**src/rtl/card_seq_pkg.sv**
```systemverilog
package card_seq_pkg;
  typedef enum logic [2:0] {
    ST_IDLE,
    ST_ACT,
    ST_ON,
    ST_DEACT,
    ST_WAIT
  } seq_st_e;
endpackage

```
**src/rtl/card_seq_tick.sv**
```systemverilog
module card_seq_tick #(
  parameter int HALF = 32
) (
  input  logic clk_i,
  input  logic rst_ni,
  input  logic clr_i,
  output logic tick_o
);
  localparam int CW = (HALF > 2) ? $clog2(HALF) : 1;
  localparam logic [CW-1:0] LAST = CW'(HALF - 1);

  logic [CW-1:0] cnt_q;

  always_ff @(posedge clk_i or negedge rst_ni) begin
    if (!rst_ni)            cnt_q <= '0;
    else if (clr_i)         cnt_q <= '0;
    else if (cnt_q == LAST) cnt_q <= '0;
    else                    cnt_q <= cnt_q + 1'b1;
  end

  assign tick_o = !clr_i && (cnt_q == LAST);
endmodule

```
**src/rtl/card_seq_debounce.sv**
```systemverilog
module card_seq_debounce #(
  parameter int DEB_CYC = 1024
) (
  input  logic clk_i,
  input  logic rst_ni,
  input  logic pres_i,
  output logic stable_o
);
  localparam int CW = $clog2(DEB_CYC + 1);
  localparam logic [CW-1:0] LAST = CW'(DEB_CYC - 1);

  logic [CW-1:0] cnt_q;

  // rise needs a full quiet window, fall is immediate
  always_ff @(posedge clk_i or negedge rst_ni) begin
    if (!rst_ni) begin
      cnt_q    <= '0;
      stable_o <= 1'b0;
    end else if (!pres_i) begin
      cnt_q    <= '0;
      stable_o <= 1'b0;
    end else if (cnt_q == LAST) begin
      stable_o <= 1'b1;
    end else begin
      cnt_q <= cnt_q + 1'b1;
    end
  end
endmodule

```
**src/rtl/card_seq_fsm.sv**
```systemverilog
module card_seq_fsm
  import card_seq_pkg::*;
#(
  parameter int IO_STEP  = 8,
  parameter int RST_STEP = 14,
  parameter int CLK_OFF  = 1,
  parameter int IO_OFF   = 2,
  parameter int VCC_OFF  = 3,
  parameter int CONV_OFF = 10
) (
  input  logic clk_i,
  input  logic rst_ni,
  input  logic tick_i,
  input  logic cmd_n_i,
  input  logic rst_req_i,
  input  logic pres_db_i,
  input  logic fault_i,
  output logic clr_o,
  output logic conv_o,
  output logic osc_o,
  output logic vcc_o,
  output logic io_o,
  output logic clk_o,
  output logic rst_live_o,
  output logic flt_o
);
  localparam int MAXS = (RST_STEP > CONV_OFF) ? RST_STEP : CONV_OFF;
  localparam int SW   = $clog2(MAXS + 1);

  seq_st_e st_q;
  logic [SW-1:0] step_q;
  logic rq_start_q;
  logic start_go, deact_go;

  assign start_go = (st_q == ST_IDLE) && !cmd_n_i && pres_db_i;
  assign deact_go = ((st_q == ST_ACT) || (st_q == ST_ON)) && (cmd_n_i || fault_i);
  assign clr_o    = (st_q == ST_IDLE) || (st_q == ST_WAIT) || (st_q == ST_ON) || deact_go;

  always_ff @(posedge clk_i or negedge rst_ni) begin
    if (!rst_ni) begin
      st_q       <= ST_WAIT;   // command must be seen high first
      step_q     <= '0;
      rq_start_q <= 1'b0;
      conv_o     <= 1'b0;
      osc_o      <= 1'b0;
      vcc_o      <= 1'b0;
      io_o       <= 1'b0;
      clk_o      <= 1'b0;
      rst_live_o <= 1'b0;
      flt_o      <= 1'b0;
    end else if (deact_go) begin
      st_q       <= ST_DEACT;
      step_q     <= '0;
      rst_live_o <= 1'b0;
      if (fault_i) flt_o <= 1'b1;
    end else begin
      case (st_q)
        ST_IDLE: if (start_go) begin
          st_q       <= ST_ACT;
          step_q     <= '0;
          rq_start_q <= rst_req_i;
          conv_o     <= 1'b1;
          osc_o      <= 1'b1;
          vcc_o      <= 1'b1;
        end
        ST_ACT: begin
          if (tick_i) begin
            step_q <= step_q + 1'b1;
            if (step_q == SW'(IO_STEP - 1)) begin
              io_o <= 1'b1;
              if (!rq_start_q) clk_o <= 1'b1;
            end
            if (step_q == SW'(RST_STEP - 1)) begin
              st_q       <= ST_ON;
              rst_live_o <= 1'b1;
              clk_o      <= 1'b1;
            end
          end
          // held-off clock released by the reset request falling
          if (io_o && !rst_req_i) clk_o <= 1'b1;
        end
        ST_DEACT: if (tick_i) begin
          step_q <= step_q + 1'b1;
          if (step_q == SW'(CLK_OFF - 1)) clk_o <= 1'b0;
          if (step_q == SW'(IO_OFF - 1))  io_o  <= 1'b0;
          if (step_q == SW'(VCC_OFF - 1)) vcc_o <= 1'b0;
          if (step_q == SW'(CONV_OFF - 1)) begin
            conv_o <= 1'b0;
            osc_o  <= 1'b0;
            st_q   <= ST_WAIT;
          end
        end
        ST_WAIT: if (cmd_n_i) begin
          st_q  <= ST_IDLE;
          flt_o <= 1'b0;
        end
        default: ;
      endcase
    end
  end
endmodule

```
**src/rtl/card_seq_top.sv**
```systemverilog
module card_seq_top #(
  parameter int OSC_PER_T = 64,
  parameter int DEB_CYC   = 1024
) (
  input  logic clk_i,
  input  logic rst_ni,
  input  logic cmd_n_i,
  input  logic rst_req_i,
  input  logic pres_i,
  input  logic flt_ovc_i,
  input  logic flt_hot_i,
  input  logic flt_uv_i,
  input  logic flt_conv_i,
  output logic conv_en_o,
  output logic osc_fast_o,
  output logic vcc_en_o,
  output logic io_en_o,
  output logic clk_en_o,
  output logic card_rst_o,
  output logic status_o
);
  localparam int HALF = OSC_PER_T / 2;

  logic tick, clr, pres_db, fault, rst_live, flt_q;

  assign fault = flt_ovc_i | flt_hot_i | flt_uv_i | flt_conv_i | !pres_i;

  card_seq_tick #(.HALF(HALF)) u_tick (
    .clk_i (clk_i),
    .rst_ni(rst_ni),
    .clr_i (clr),
    .tick_o(tick)
  );

  card_seq_debounce #(.DEB_CYC(DEB_CYC)) u_deb (
    .clk_i   (clk_i),
    .rst_ni  (rst_ni),
    .pres_i  (pres_i),
    .stable_o(pres_db)
  );

  card_seq_fsm u_fsm (
    .clk_i     (clk_i),
    .rst_ni    (rst_ni),
    .tick_i    (tick),
    .cmd_n_i   (cmd_n_i),
    .rst_req_i (rst_req_i),
    .pres_db_i (pres_db),
    .fault_i   (fault),
    .clr_o     (clr),
    .conv_o    (conv_en_o),
    .osc_o     (osc_fast_o),
    .vcc_o     (vcc_en_o),
    .io_o      (io_en_o),
    .clk_o     (clk_en_o),
    .rst_live_o(rst_live),
    .flt_o     (flt_q)
  );

  assign card_rst_o = rst_live & rst_req_i;
  assign status_o   = !flt_q && pres_db;
endmodule

```
**config.mk**
```make
export PLATFORM = sky130hd
export DESIGN_NAME = card_seq_top
export DESIGN_NICKNAME = d
export VERILOG_FILES = /design/src/rtl/card_seq_pkg.sv /design/src/rtl/card_seq_tick.sv /design/src/rtl/card_seq_debounce.sv /design/src/rtl/card_seq_fsm.sv /design/src/rtl/card_seq_top.sv
export SDC_FILE = /design/constraint.sdc
export NUM_CORES = 1
export LEC_CHECK = 0
export BUFFER_PORTS_ARGS = -buffer_cell sky130_fd_sc_hd__buf_2
export CAP_MARGIN = 20
export CORE_MARGIN = 5
export CORE_UTILIZATION = 30
export CTS_BUF_LIST = sky130_fd_sc_hd__clkbuf_4
export CTS_CLUSTER_DIAMETER = 200
export DETAILED_ROUTE_END_ITERATION = 7
export PLACE_DENSITY = 0.55
export SETUP_SLACK_MARGIN = 0.1
export SLEW_MARGIN = 20
export SYNTH_ARGS = -nofsm -noshare
export SYNTH_HDL_FRONTEND = slang
export SYNTH_SLANG_ARGS = --single-unit
```
**constraint.sdc**
```tcl
create_clock -name clk_i -period 5.3 [get_ports clk_i]
set_input_delay 0.795 -clock clk_i [delete_from_list [all_inputs] [get_ports clk_i]]
set_output_delay 0.795 -clock clk_i [all_outputs]
set_load 0.02 [all_outputs]
```
==> impl_results.md <==
- Num CTS Buffers: 5
- Clock Tree Buf Depth: 2
- Pwr/cell area: between 300 and 400 nW/um2
- Hold Fails Final Rpt: 0
- Sequential power share: a little under half
- Vias in the first global route: 1272
- Number of vias per cell: a little under 5
- # port buffers: 15
- Setup_tns: 0 ns
- Main combinational cell family by area after synthesis: simple AND/OR/NAND/NOR gates
- GRT Total Usage: approximately a tenth
- Worst skew pair latency: ~0.33 ns
- Critical-path top delay cell: dfrtp_1
- Worst slew pin tran: 0.7301 ns
- Post-synth ARST share: 100.0%
- Largest net degree at the start of global routing: 32
- Multiplexer share of the synthesized area: 0.6503%
- Fin nets: about 210
- Reg clk slew, reported paths: about 0.09 ns
- Post-Synthesis Cells: about 180
- Leakage power total: just under 0.9 nW
- Slew headroom: ~51%
- Wire length per cell: around 13 um
- Core area: 5574 um2
- Final Critical Period: 2.134 ns
- Worst path required time: between 5 and 6 ns
- Top cells by instance count after synthesis: dfrtp_1 (30), nor2_1 (19), nand2_1 (15)
- Cell variety after synth: 48
- Global-route wire length before repair: 6106 um
- CP cell instances: ha_1, and3_1, ha_1, inv_1, a221oi_1, o221ai_2, o21bai_1, a21o_1
- Largest area contributor in the netlist: dfrtp_1
- Crit Path Max Fanout: 7
- H-tree Lvls: 2
- Initial Utilization: 31.07%
- RSZ-0062 raised after global routing: false
- Setup repair bufs after CTS: 0
- Layout Skew: a little under 0.006 ns
- Layout Utilization: around a third
- Synth Cell Area: roughly 1700 um2
- Register bit total from synthesis: 31
- Clock power share: 22.4%
- Post-cts sizing count: 0
- ANT nets after route: 0
- Root Driver: clkbuf_4
- Sequential area share after synthesis: between 40 and 50%
- Part of the cycle the worst path needs: 40.26%
- Initial antenna violation count: 0
- Count leader, synth: dfrtp_1
- Xor/xnor share of the synthesized area: about 3.5%
- Layout cell share with drive strength beyond 1: around 15%
- Final routed DRC violation total: 0
- Yosys top cell area share: 43.35%
- Clock sink count: 31
- Compound-Gate Fraction of Synth Area: ~16%
- Ant diodes: 0
- Avg Synthesized Cell Area: between 9 and 10 um2
- CP most frequent cell: ha_1
- CTS tree: built
- Final setup violation count: 0
- Worst path max stage delay: about 0.38 ns
- Hold WS: around 0.46 ns
- Number of enable flip-flop cells after synthesis: 0
- Slew Limit Fails: 0
- Psw: between 0.0002 and 0.00025 W
- Row count: 27
- Layout Area Growth over Synthesis: 11.34%
- Horiz. Die Dim: between 80 and 90 um
- Synthesis Warnings: 0
- Grt ovf: 0
- Sw frac: 36.97%
- Simple-Gate Fraction of Synth Area: approximately 27%
- RePlAce Congestion: 0.8015
- Peak supply drop: 0.00009309 V
- Routed vias: ~1.3k
- Die H: 85.98 um
- Startpoint Class: register
- Top_reg_cell synth: dfrtp_1
- Post-synthesis adder-cell area fraction: 5.058%
- Logic gate share of total power: between 30 and 40%
- Hold Crit Class: reg2reg
- Run status: complete, no violations
- Final wirelength: around 3600 um
- Mapped Nets: ~200
- Highest Clock Rate: ~0.47 GHz
- First drt pass iteration count: 4
- Number of hold buffers added after CTS: 0
- Internal power: about 0.0004 W
- Crit path capture type: register
- Synth top area cells: dfrtp_1 (43%), ha_1 (5.1%), nor2_1 (4.1%)
- Critical Path AT: about 2.4 ns
- Max-cap violations: 0
- Critical path class: reg2reg
- 1st-iter DRT viols: 91
- Fill cell count: 590
- Top Ports: 16
- Post-DP HPWL: 2563 um
- Die area: 7392 um2
[logic make-up (layout without fill, tap and decap cells)]
family,after synthesis,after routing
multiplexers,1,1
XOR/XNOR,7,7
AND/OR/NAND/NOR,83,83
buffers and inverters,13,30
flip-flops,31,31
AO/OA/AOI/OAI,39,39
adder cells (fa/ha/maj),7,7
[per-stage QoR]
step | worst slack (ns) | cell area (um2) | total power, W | std cells
after floorplan | 3.088 | 1732 | 0.0004611 | 181
after global placement | 2.927 | 1871 | 0.0005077 | 262
after detailed placement | 2.901 | 1871 | 0.0005072 | 262
after CTS | 3.159 | 1928 | 0.0006540 | 270
after global routing | 2.965 | 1928 | 0.0006978 | 270
final | 3.166 | 1928 | 0.0006480 | 270
[state kept, by name (all words and copies together), names as in the netlist]
register and count:
u_deb.cnt_q 11, u_deb.stable_o 1, u_fsm.clk_o 1, u_fsm.conv_o 1
u_fsm.flt_o 1, u_fsm.io_o 1, u_fsm.rq_start_q 1, u_fsm.rst_live_o 1
u_fsm.st_q 3, u_fsm.step_q 4, u_fsm.vcc_o 1, u_tick.cnt_q 5
[cell type report]
class | instances | area, um2 | area share, %
multi-input cells | 137 | 902.1 | 46.79
inverters | 7 | 26.28 | 1.363
clock buffers | 7 | 52.55 | 2.726
well taps | 72 | 90.09 | 4.672
repair buffers | 15 | 75.07 | 3.894
flip-flops and latches | 31 | 777.0 | 40.30
clock inverters | 1 | 5.005 | 0.2596
[power groups by stage]
| stage | sequential, W | clock (W) | combinational (W) |
|---|---|---|---|
| 2_1_floorplan | 0.000284 | 0 | 0.000177 |
| 3_3_place_gp | 0.000312 | 0 | 0.000195 |
| 3_5_place_dp | 0.000311 | 0 | 0.000196 |
| 4_1_cts | 0.000307 | 0.000151 | 0.000197 |
| 5_1_grt | 0.000315 | 0.000161 | 0.000221 |
| 6_report | 0.000308 | 0.000145 | 0.000195 |
[final timing paths]
check	start	cells past startpoint	end	slack, ns
hold reg to reg	u_tick.cnt_q[0]$_DFF_PN0_	1	u_tick.cnt_q[0]$_DFF_PN0_	0.46
max in group asynchronous	rst_ni	1	u_deb.cnt_q[10]$_DFFE_PN0P_	4.33
setup / recovery	u_tick.cnt_q[0]$_DFF_PN0_	8	u_fsm.st_q[0]$_DFFE_PN0P_	3.17
hold / removal	u_tick.cnt_q[0]$_DFF_PN0_	1	u_tick.cnt_q[0]$_DFF_PN0_	0.46
min in group asynchronous	rst_ni	1	u_fsm.rq_start_q$_DFFE_PN0P_	0.51
setup reg to reg	u_tick.cnt_q[0]$_DFF_PN0_	8	u_fsm.st_q[0]$_DFFE_PN0P_	3.17
[critical path, delay by kind of cell, from the launching register on]
| family | cells | cell delay (ns) |
|---|---|---|
| AOI/OAI and AO/OA | 4 | 0.90 |
| adders and majority gates | 2 | 0.48 |
| DFF | 1 | 0.38 |
| and+or+nand+nor | 1 | 0.16 |
| buffers and inverters | 1 | 0.11 |
[placed cells by master (no fill, tap or decap), types with 2 or more instances in the layout]
cell type   n
nor2_1     19
or3_1       2
inv_1       7
xnor2_1     3
ha_1        7
nand3_1     6
a41oi_1     2
a32o_1      2
a31oi_1     5
and3_1      4
dfrtp_1    30
and2_1      3
xor2_1      4
nand2_1    15
buf_2      15
o31ai_1     3
a21o_1      3
a21oi_1     5
nand2b_1    5
nor3_1      5
nand4_1     4
o21ai_0     8
nor2b_1     9
clkbuf_4    7
[routing by layer]
layer  vias to the layer above  part of all wire, %  wire length (um)  track usage (%)
li1                        679                    -                 -                -
met1                       630                   49              1744            13.75
met2                        17                   47              1676            16.12
met3                         7                  3.0               107            2.690
met4                         0                  1.6                58            4.748
met5                         -                    0                 0                0
(Power assumes the default switching activity.)
